$ cat src/rtl/crb_pkg.sv
package crb_pkg;

    typedef enum logic [1:0] {
        OCC_EMPTY   = 2'd0,
        OCC_PARTIAL = 2'd1,
        OCC_FULL    = 2'd2
    } occ_state_e;

endpackage

$ cat src/rtl/crb_index_ctrl.sv
module crb_index_ctrl
    import crb_pkg::*;
#(
    parameter int SLOTS = 8
) (
    input  logic                         clk,
    input  logic                         rst_n,
    input  logic                         issue_fire,
    input  logic                         take_fire,
    output logic [$clog2(SLOTS)-1:0]     in_idx,
    output logic [$clog2(SLOTS)-1:0]     out_idx,
    output logic [$clog2(SLOTS+1)-1:0]   count,
    output occ_state_e                   occ,
    output logic                         is_empty,
    output logic                         is_full
);

    localparam int IDX_W = $clog2(SLOTS);
    localparam int CNT_W = $clog2(SLOTS+1);
    localparam logic [CNT_W-1:0] CNT_LAST = CNT_W'(SLOTS - 1);
    localparam logic [CNT_W-1:0] CNT_ONE  = CNT_W'(1);
    localparam logic [IDX_W-1:0] IDX_ONE  = IDX_W'(1);

    logic [IDX_W-1:0] in_q, out_q;
    logic [CNT_W-1:0] cnt_q, cnt_d;
    occ_state_e       occ_q, occ_d;

    // occupancy count next value
    always_comb begin
        cnt_d = cnt_q;
        unique case ({issue_fire, take_fire})
            2'b10:   cnt_d = cnt_q + CNT_ONE;
            2'b01:   cnt_d = cnt_q - CNT_ONE;
            default: cnt_d = cnt_q;
        endcase
    end

    // occupancy state transitions
    always_comb begin
        occ_d = occ_q;
        unique case (occ_q)
            OCC_EMPTY: begin
                if (issue_fire)
                    occ_d = (SLOTS == 1) ? OCC_FULL : OCC_PARTIAL;
            end
            OCC_PARTIAL: begin
                if (issue_fire && !take_fire && cnt_q == CNT_LAST)
                    occ_d = OCC_FULL;
                else if (take_fire && !issue_fire && cnt_q == CNT_ONE)
                    occ_d = OCC_EMPTY;
            end
            OCC_FULL: begin
                if (take_fire)
                    occ_d = (SLOTS == 1) ? OCC_EMPTY : OCC_PARTIAL;
            end
            default: occ_d = OCC_EMPTY;
        endcase
    end

    // state register
    always_ff @(posedge clk) begin
        if (!rst_n) begin
            occ_q <= OCC_EMPTY;
            cnt_q <= '0;
            in_q  <= '0;
            out_q <= '0;
        end else begin
            occ_q <= occ_d;
            cnt_q <= cnt_d;
            if (issue_fire) in_q  <= in_q + IDX_ONE;
            if (take_fire)  out_q <= out_q + IDX_ONE;
        end
    end

    // state-decoded outputs
    always_comb begin
        is_empty = 1'b0;
        is_full  = 1'b0;
        unique case (occ_q)
            OCC_EMPTY:   is_empty = 1'b1;
            OCC_PARTIAL: ;
            OCC_FULL:    is_full  = 1'b1;
            default:     is_empty = 1'b1;
        endcase
    end

    assign in_idx  = in_q;
    assign out_idx = out_q;
    assign count   = cnt_q;
    assign occ     = occ_q;

endmodule

$ cat src/rtl/crb_slot_array.sv
module crb_slot_array #(
    parameter int DATA_W = 16,
    parameter int SLOTS  = 8
) (
    input  logic                      clk,
    input  logic                      rst_n,
    input  logic                      clr_en,
    input  logic [$clog2(SLOTS)-1:0]  clr_idx,
    input  logic                      wr_en,
    input  logic [$clog2(SLOTS)-1:0]  wr_idx,
    input  logic [DATA_W-1:0]         wr_data,
    input  logic [$clog2(SLOTS)-1:0]  rd_idx,
    output logic                      rd_valid,
    output logic [DATA_W-1:0]         rd_data
);

    logic              vld_q [SLOTS];
    logic [DATA_W-1:0] dat_q [SLOTS];

    for (genvar s = 0; s < SLOTS; s++) begin : g_slot
        logic hit_clr, hit_wr;
        assign hit_clr = clr_en && (clr_idx == s[$clog2(SLOTS)-1:0]);
        assign hit_wr  = wr_en  && (wr_idx  == s[$clog2(SLOTS)-1:0]);

        // an issue clearing the slot takes priority over a write to it
        always_ff @(posedge clk) begin
            if (!rst_n) begin
                vld_q[s] <= 1'b0;
                dat_q[s] <= '0;
            end else if (hit_clr) begin
                vld_q[s] <= 1'b0;
            end else if (hit_wr) begin
                vld_q[s] <= 1'b1;
                dat_q[s] <= wr_data;
            end
        end
    end

    assign rd_valid = vld_q[rd_idx];
    assign rd_data  = dat_q[rd_idx];

endmodule

$ cat src/rtl/cmpl_reorder_buf.sv
module cmpl_reorder_buf
    import crb_pkg::*;
#(
    parameter int DATA_W = 16,
    parameter int SLOTS  = 8
) (
    input  logic                      clk,
    input  logic                      rst_n,
    input  logic                      tok_req,
    output logic                      tok_ready,
    output logic [$clog2(SLOTS)-1:0]  tok_tag,
    input  logic                      cmp_valid,
    input  logic [$clog2(SLOTS)-1:0]  cmp_tag,
    input  logic [DATA_W-1:0]         cmp_data,
    output logic                      res_valid,
    input  logic                      res_ready,
    output logic [DATA_W-1:0]         res_data
);

    localparam int IDX_W = $clog2(SLOTS);
    localparam int CNT_W = $clog2(SLOTS+1);

    logic             issue_fire, take_fire;
    logic [IDX_W-1:0] in_idx, out_idx;
    logic [CNT_W-1:0] count;
    occ_state_e       occ;
    logic             is_empty, is_full;
    logic             head_vld;
    logic [DATA_W-1:0] head_dat;

    assign tok_ready  = !is_full;
    assign issue_fire = tok_req && tok_ready;
    assign res_valid  = !is_empty && head_vld;
    assign take_fire  = res_valid && res_ready;
    assign tok_tag    = in_idx;
    assign res_data   = head_dat;

    crb_index_ctrl #(.SLOTS(SLOTS)) u_ctrl (
        .clk        (clk),
        .rst_n      (rst_n),
        .issue_fire (issue_fire),
        .take_fire  (take_fire),
        .in_idx     (in_idx),
        .out_idx    (out_idx),
        .count      (count),
        .occ        (occ),
        .is_empty   (is_empty),
        .is_full    (is_full)
    );

    crb_slot_array #(.DATA_W(DATA_W), .SLOTS(SLOTS)) u_slots (
        .clk      (clk),
        .rst_n    (rst_n),
        .clr_en   (issue_fire),
        .clr_idx  (in_idx),
        .wr_en    (cmp_valid),
        .wr_idx   (cmp_tag),
        .wr_data  (cmp_data),
        .rd_idx   (out_idx),
        .rd_valid (head_vld),
        .rd_data  (head_dat)
    );

endmodule

$ cat config.mk
export PLATFORM = sky130hd
export DESIGN_NAME = cmpl_reorder_buf
export DESIGN_NICKNAME = d
export VERILOG_FILES = /design/src/rtl/crb_pkg.sv /design/src/rtl/crb_index_ctrl.sv /design/src/rtl/crb_slot_array.sv /design/src/rtl/cmpl_reorder_buf.sv
export SDC_FILE = /design/constraint.sdc
export NUM_CORES = 1
export LEC_CHECK = 0
export ABC_CLOCK_PERIOD_IN_PS = 2900
export BUFFER_PORTS_ARGS = -buffer_cell sky130_fd_sc_hd__buf_2
export CORE_ASPECT_RATIO = 1.1
export CORE_UTILIZATION = 56
export DETAILED_ROUTE_END_ITERATION = 10
export GPL_ROUTABILITY_DRIVEN = 0
export GPL_TIMING_DRIVEN = 0
export PLACE_DENSITY = 0.74
export SYNTH_ARGS = -nofsm -noshare
export SYNTH_HDL_FRONTEND = slang
export SYNTH_SLANG_ARGS = --single-unit
$ cat constraint.sdc
create_clock -name clk -period 2.9 [get_ports clk]
set_input_delay 0.29 -clock clk [delete_from_list [all_inputs] [get_ports clk]]
set_output_delay 0.29 -clock clk [all_outputs]
set_load 0.02 [all_outputs]
==> results of run 1 <==
==> cell usage after synthesis, types with 4 or more instances <==
| cell type | n | share of area |
|---|---|---|
| and2_1 | 132 | 0.11 |
| buf_2 | 5 | 0.0035 |
| clkbuf_1 | 15 | 0.0078 |
| dfxtp_1 | 16 | 0.045 |
| edfxtp_1 | 135 | 0.56 |
| ha_1 | 16 | 0.028 |
| inv_1 | 14 | 0.0073 |
| mux2_2 | 20 | 0.031 |
| mux4_2 | 32 | 0.10 |
| nand2_1 | 14 | 0.0073 |
| nand2b_1 | 10 | 0.0087 |
| nand4_1 | 4 | 0.0035 |
| nor2_1 | 10 | 0.0052 |
| o21ai_0 | 11 | 0.0077 |
==> layout make-up <==
type                       count  area share
clock inverter                10      0.0127
timing repair buffer          50      0.0387
sequential                   151       0.528
clock buffer                  22      0.0536
tap                          157      0.0237
inverter                      15     0.00680
multi-input combinational    301       0.324
buffer                        23      0.0125
==> per-stage QoR <==
step	power (mW)	setup WS, ns	hold WS (ns)	setup TNS (ns)	std cells
5_1_grt	5.29	0.0542	0.234	0	729
3_3_place_gp	3.06	-1.09	0.462	-104.80	690
6_report	5.14	0.163	0.213	0	729
2_1_floorplan	2.91	0.171	0.450	0	490
4_1_cts	5.15	0.0494	0.204	0	729
3_5_place_dp	3.10	0.0754	0.485	0	697
==> how the worst max path moves through the flow <==
stage | slack [ns] | endpoint | cells past startpoint | start
2_1_floorplan | 0.17 | u_slots.vld_q[3] | 6 | u_ctrl.in_idx[2]
3_3_place_gp | -1.09 | u_slots.vld_q[3] | 7 | u_ctrl.occ[0]
3_5_place_dp | 0.08 | u_ctrl.count[3] | 10 | u_ctrl.occ[0]
4_1_cts | 0.05 | u_ctrl.occ[0] | 10 | u_ctrl.occ[0]
5_1_grt | 0.05 | res_data[10] | 5 | flip-flop
6_report | 0.16 | res_data[15] | 5 | flip-flop
==> routing by layer <==
| layer | up-vias | wire length, microns |
|---|---|---|
| met5 | - | 0 |
| met4 | 0 | 418 |
| met3 | 32 | 773 |
| met2 | 162 | 7710 |
| met1 | 2087 | 6400 |
| li1 | 1951 | - |
==> power groups by stage <==
stage / Combinational (mW) / Clock [mW] / Sequential (mW)
final: 0.525 / 2.08 / 2.53
after floorplan: 0.343 / 0 / 2.57
after detailed placement: 0.527 / 0 / 2.58
after global placement: 0.486 / 0 / 2.58
after CTS: 0.529 / 2.09 / 2.53
after global routing: 0.571 / 2.18 / 2.55
==> state kept, by name (all words and copies together) (netlist names), named ones only <==
name            cells
u_ctrl.count        4
u_ctrl.in_idx       3
u_ctrl.occ          2
u_ctrl.out_idx      3
u_slots.dat_q     128
u_slots.vld_q       8
==> repair_timing <==
action,CTS,global route
resized for setup,0,5
hold endpoints to repair,0,0
setup endpoints to repair,0,3
buffers inserted,0,0
==> critical path, delay by kind of cell, from the launching register on <==
family	cells	cell delay, ns
buf+inv	3	0.99
flops	1	0.31
mux	2	0.71
==> kinds of logic (layout without fill, tap and decap cells) <==
| group | count (synthesis) | after routing |
|---|---|---|
| AND/OR/NAND/NOR | 196 | 196 |
| flip-flops | 151 | 151 |
| multiplexers | 55 | 55 |
| buffers and inverters | 38 | 120 |
| AO/OA/AOI/OAI | 30 | 30 |
| adder cells (fa/ha/maj) | 16 | 16 |
| XOR/XNOR | 4 | 4 |
==> results.md, run 1 <==
* Result of the run: completed
* Origin of the critical flop-to-flop path: u_ctrl.occ[0]
* Number of cells produced by synthesis at 490
* Multiplexer fraction of the synthesized cell area at 0.137
* Pre-Repair DR Iteration Count at 6
* Worst Tran Pin Value at 0.929 ns
* Count of maximum capacitance violations at 0
* Critical path startpoint category: flip-flop
* Slowest CP cell: clkbuf_1
* Number of rows created at floorplan at 43
* Share of the cycle needed by the critical path after routing at 0.944
* CORE AREA at 12500 sq um
* Main combinational cell family by area after synthesis: simple AND/OR/NAND/NOR gates
* Routed WL per cell at 21.0 microns
* Design internal power at 3.97 mW
* Max-slew violations at 0
* Switching power of the nets at 1.17 mW
* Hold path depth at 2
* Synthesis-to-layout area growth at 15.3%
* Peak clock frequency supported by timing at 0.365 GHz
* Detail Route Antenna Nets at 0
* Cell at the root of the clock tree: clkbuf_16
* Leakage at between 3 and 4 nW
* Half-perimeter wire length after placement at a little over 10000 microns
* Slew margin rel. at 0.379
* CP cell instances: clkbuf_2, clkbuf_1, mux4_2, mux2_2, buf_2
* Proportion of register bits with asynchronous set or reset after synthesis at 0
* GRT busiest layer: met2
* Maximum cell stage delay along the critical path at 0.62 ns
* End point of the worst hold path: u_slots.dat_q[7][4]
* Final antenna diode count at 0
* Length in cells of the worst reg-to-reg path at 10
* R2r endpoint: u_ctrl.occ[1]
* X dimension of the die at 110 microns
* Cell area after layout at 8280 sq um
* Global-route wire length before repair at 23500 microns
* Die extent in y at about 120 microns
* Net switching share of the total power at 0.227
* Total Die Area at 13300 sq um
* Start point of the worst min-delay path: cmp_data[4]
* Initial DRC count at just over 300
* Sequential share of power at 0.493
* Sequential-to-total area share from yosys stat at 0.609
* Setup repair after global routing missed its margin: false
* Syn avg cell area at between 10 and 15 sq um
* Largest net degree at the start of global routing at 17
* Met2 GRT Util at 0.396
* Xor/xnor cell area share of the yosys netlist at 0.00488
* Final setup violation count at 0
* Data arrival time at the worst-slack endpoint at 2.45 ns
* Maximum vdd ir drop at 0.000369 V
* Data required, critical path at 2.61 ns
* Count of distinct cell types in the synthesized netlist at 46
* DRC violation count after routing at 0
* Compound-cell area share of the yosys netlist at 0.0319
* Number of vias per cell at a little under 6
* Combinational group share of total power at 0.102
* Antenna violations before repair at 0
* Area used by multi-input combinational logic at roughly 2700 sq um
* Starting density of the core at 0.573
* Clock H-tree levels at 4
* Total of warnings raised by yosys at 0
* GR Util met1 at 0.342
* Post-route minimum period at 2.74 ns
* Cell area after placement at 7720 sq um
* Count of flip-flops with a built-in enable after synthesis at about 140
* Commonest cells after routing, fill and taps aside: 135 x edfxtp_1, 132 x and2_1, 47 x buf_2, 32 x mux4_2
* Final core occ at 0.661
* Fraction of layout instances using a drive strength above 1 at 0.267
* Most common library cell in the layout ignoring fill and taps: edfxtp_1
* Clock network fraction of design power at 0.404
* Number of sinks handled by clock tree synthesis at 151
* Reg area at between 4000 and 5000 sq um
* Count of pins on the block boundary at 45
* Worst Clk Skew at between 0.007 and 0.008 ns
* Combined global-route utilization of all metal layers at 0.255
* Met3 Use GR at 0.0453
* Number of buffers added to fix hold violations after cts at 0
* Aggregate global routing overflow at 0
* Internal reg-to-reg setup slack at between 0.2 and 0.25 ns
* Simple-Gate Fraction of Synth Area at 0.167
* Number of register bits inferred by synthesis at roughly 150
* Number of global-route vias before repair at 4236
* Cell area after synthesis at 7180 sq um
* Clock tree from TritonCTS: done
* Clock insertion delay at the later pin of the skew report at between 0.4 and 0.5 ns
* Largest driver fanout on the critical path at 10
* Number of endpoints with negative hold slack in the final report at 0
* Layout net count at 599
* Post-Synth Adder-Cell Area at 0.0279
* DRT Wirelength at 15300 microns
* Number of nets in the synthesized netlist at 530
* Fill cell instance count of the final layout at 878
* Clock slew seen by the registers of the worst setup and hold paths at 0.06 ns
* Buffer depth of the longest clock path at 2
* Setup crit end kind: output port
* Number of port buffers at 43
* Main synth FF type: edfxtp_1
* HP Class: input port to flip-flop
* Number of buffers inserted during clock tree synthesis at 17
* P per Cell Area at slightly above 600 nW/um^2
* Vias at about 4200
* Worst setup path class: flip-flop to output port
Note: power is estimated with default switching activity, not from simulation.
==> run 2: changes to the inputs <==
- CORE_ASPECT_RATIO: 1.1 -> 0.5
==> run 2 against run 1 <==
Effect of this change: register-to-register slack got worse by 0.03 ns; die area increased by 0.20%; cell area increased by 0.69%; critical path depth unchanged; clock power decreased by 2%; first-iteration DRC count increased by 32%; non-clock buffer count increased by 1; core utilization increased by 2.5 points; hold slack improved by 0.012 ns; critical path type unchanged; global-route usage increased by 0.51 points; critical endpoint is now res_data[2]; sequential share of layout area decreased by 0.36 points.
==> results.md, run 2 (synthesis results as in run 1) <==
* Result of the run: completed
* Register with the highest flop count: u_slots.dat_q
* Initial DRC count at 404
* Detail Route Antenna Nets at 0
* Worst Clk Skew at 0.00737 ns
* Kind of cell with the highest combined delay on the critical path: buffers and inverters
* Share of the cycle needed by the critical path after routing at 0.950
* DP Cell Count at 705
* Sum Neg Setup Slack at 0 ns
* Largest net degree at the start of global routing at 17
* Starting density of the core at 0.591
* Overall power at 5.11 mW
* Buffer depth of the longest clock path at 2
* Worst setup path class: flip-flop to output port
* Maximum vdd ir drop at 0.000391 V
* Flip-flop count of the largest register, all copies and words added at 128
* Vias at 4276
* Layout net count at 600
* Start point of the worst min-delay path: cmp_data[12]
* CP cell instances: clkbuf_2, clkbuf_1, mux4_2, mux2_2, buf_2
* Number of buffers inserted during clock tree synthesis at 17
* DRC violation count after routing at 0
* Setup repair after global routing missed its margin: false
* Total Die Area at approximately 13000 sq um
* Leakage at roughly 3.1 nW
* Cell at the root of the clock tree: clkbuf_16
* Setup crit end kind: output port
* Antenna violations before repair at 0
* Largest driver fanout on the critical path at 10
* X dimension of the die at 162 microns
* Global-route wire length before repair at 24100 microns
* Critical path startpoint category: flip-flop
* Count of pins on the block boundary at between 40 and 50
* Number of buffers added to fix hold violations after cts at 0
* P per Cell Area at 613 nW/um^2
* Slowest CP cell: clkbuf_1
* Internal reg-to-reg setup slack at approximately 0.18 ns
* Die extent in y at approximately 80 microns
* Final core occ at 0.686
* Count of maximum capacitance violations at 0
* Final antenna diode count at 0
* Aggregate global routing overflow at 0
* Post-route minimum period at roughly 2.8 ns
* HP Class: input port to flip-flop
* Commonest cells after routing, fill and taps aside: 135 x edfxtp_1, 132 x and2_1, 47 x buf_2, 32 x mux4_2, 20 x mux2_2
* Peak clock frequency supported by timing at between 0.3 and 0.4 GHz
* Most common library cell in the layout ignoring fill and taps: edfxtp_1
* Maximum cell stage delay along the critical path at 0.64 ns
* Number of global-route vias before repair at approximately 4100
* Number of rows created at floorplan at 28
* Routed WL per cell at ~21 microns
* Number of endpoints with negative hold slack in the final report at 0
* Clock tree from TritonCTS: done
* Number of port buffers at 43
* Slew margin rel. at 0.344
* Clock slew seen by the registers of the worst setup and hold paths at 0.06 ns
* Half-perimeter wire length after placement at 10400 microns
* Final setup violation count at 0
* Synthesis-to-layout area growth at 16.1%
* Max-slew violations at 0
* Pre-Repair DR Iteration Count at 7
* Data arrival time at the worst-slack endpoint at approximately 2.5 ns
* Clock H-tree levels at 4
* Number of buffer and inverter instances along the worst setup path at 3
* Data required, critical path at 2.61 ns
* CORE AREA at 12200 sq um
* DRT Wirelength at 15600 microns
* Worst Tran Pin Value at 0.982 ns
* Combined global-route utilization of all metal layers at 0.260
* Number of sinks handled by clock tree synthesis at 151
* Fraction of layout instances using a drive strength above 1 at 0.277
* Number of vias per cell at 5.79
* Clock insertion delay at the later pin of the skew report at 0.42 ns
* Cell Count, Final, Fillers Out at approximately 740
-- run 2: metrics by stage --
stage          worst slack, ns  hold WS [ns]  cell area [sq um]
6_report                 0.146         0.226               8340
3_3_place_gp             -1.16         0.460               7600
3_5_place_dp            0.0647         0.481               7780
4_1_cts                 0.0435         0.219               8330
5_1_grt                0.00785         0.232               8340
2_1_floorplan            0.171         0.450               7180
-- run 2: cell type report --
type	instances	area, sq um
clock inverter	15	116
tap	165	206
multi-input combinational	301	2680
fill	815	3810
timing repair buffer	51	378
buffer	23	104
clock buffer	17	425
sequential	151	4380
inverter	15	56.3
-- run 2: layer usage --
layer / part of all wire / up-vias / wire (microns) / global-route usage
li1: - / 1958 / - / -
met1: 0.45 / 2117 / 7040 / 0.367
met2: 0.45 / 180 / 7080 / 0.409
met3: 0.083 / 21 / 1300 / 0.0520
met4: 0.012 / 0 / 192 / 0.0868
met5: 0 / - / 0 / 0
-- run 2: what timing repair did --
| action | 4_1_cts | 5_1_grt |
|---|---|---|
| endpoints found under the hold margin | 0 | 0 |
| setup buffers | 0 | 1 |
| endpoints found under the setup margin | 0 | 3 |
| gates resized for setup | 0 | 4 |
-- run 2: path summary, 6_finish.rpt --
| path | endpoint | depth (start not counted) |
|---|---|---|
| worst max-delay path | res_data[2] | 5 |
| worst max register to register | u_ctrl.count[3] | 10 |
| worst min-delay path | u_slots.dat_q[4][12] | 2 |
| worst min register to register | u_ctrl.out_idx[2] | 2 |
-- run 2: report_power, final --
part	total [mW]	switching [mW]	internal (mW)
clock network	2.04	0.927	1.11
logic	0.541	0.302	0.239
registers	2.53	0.0479	2.48
total	5.11	1.28	3.84
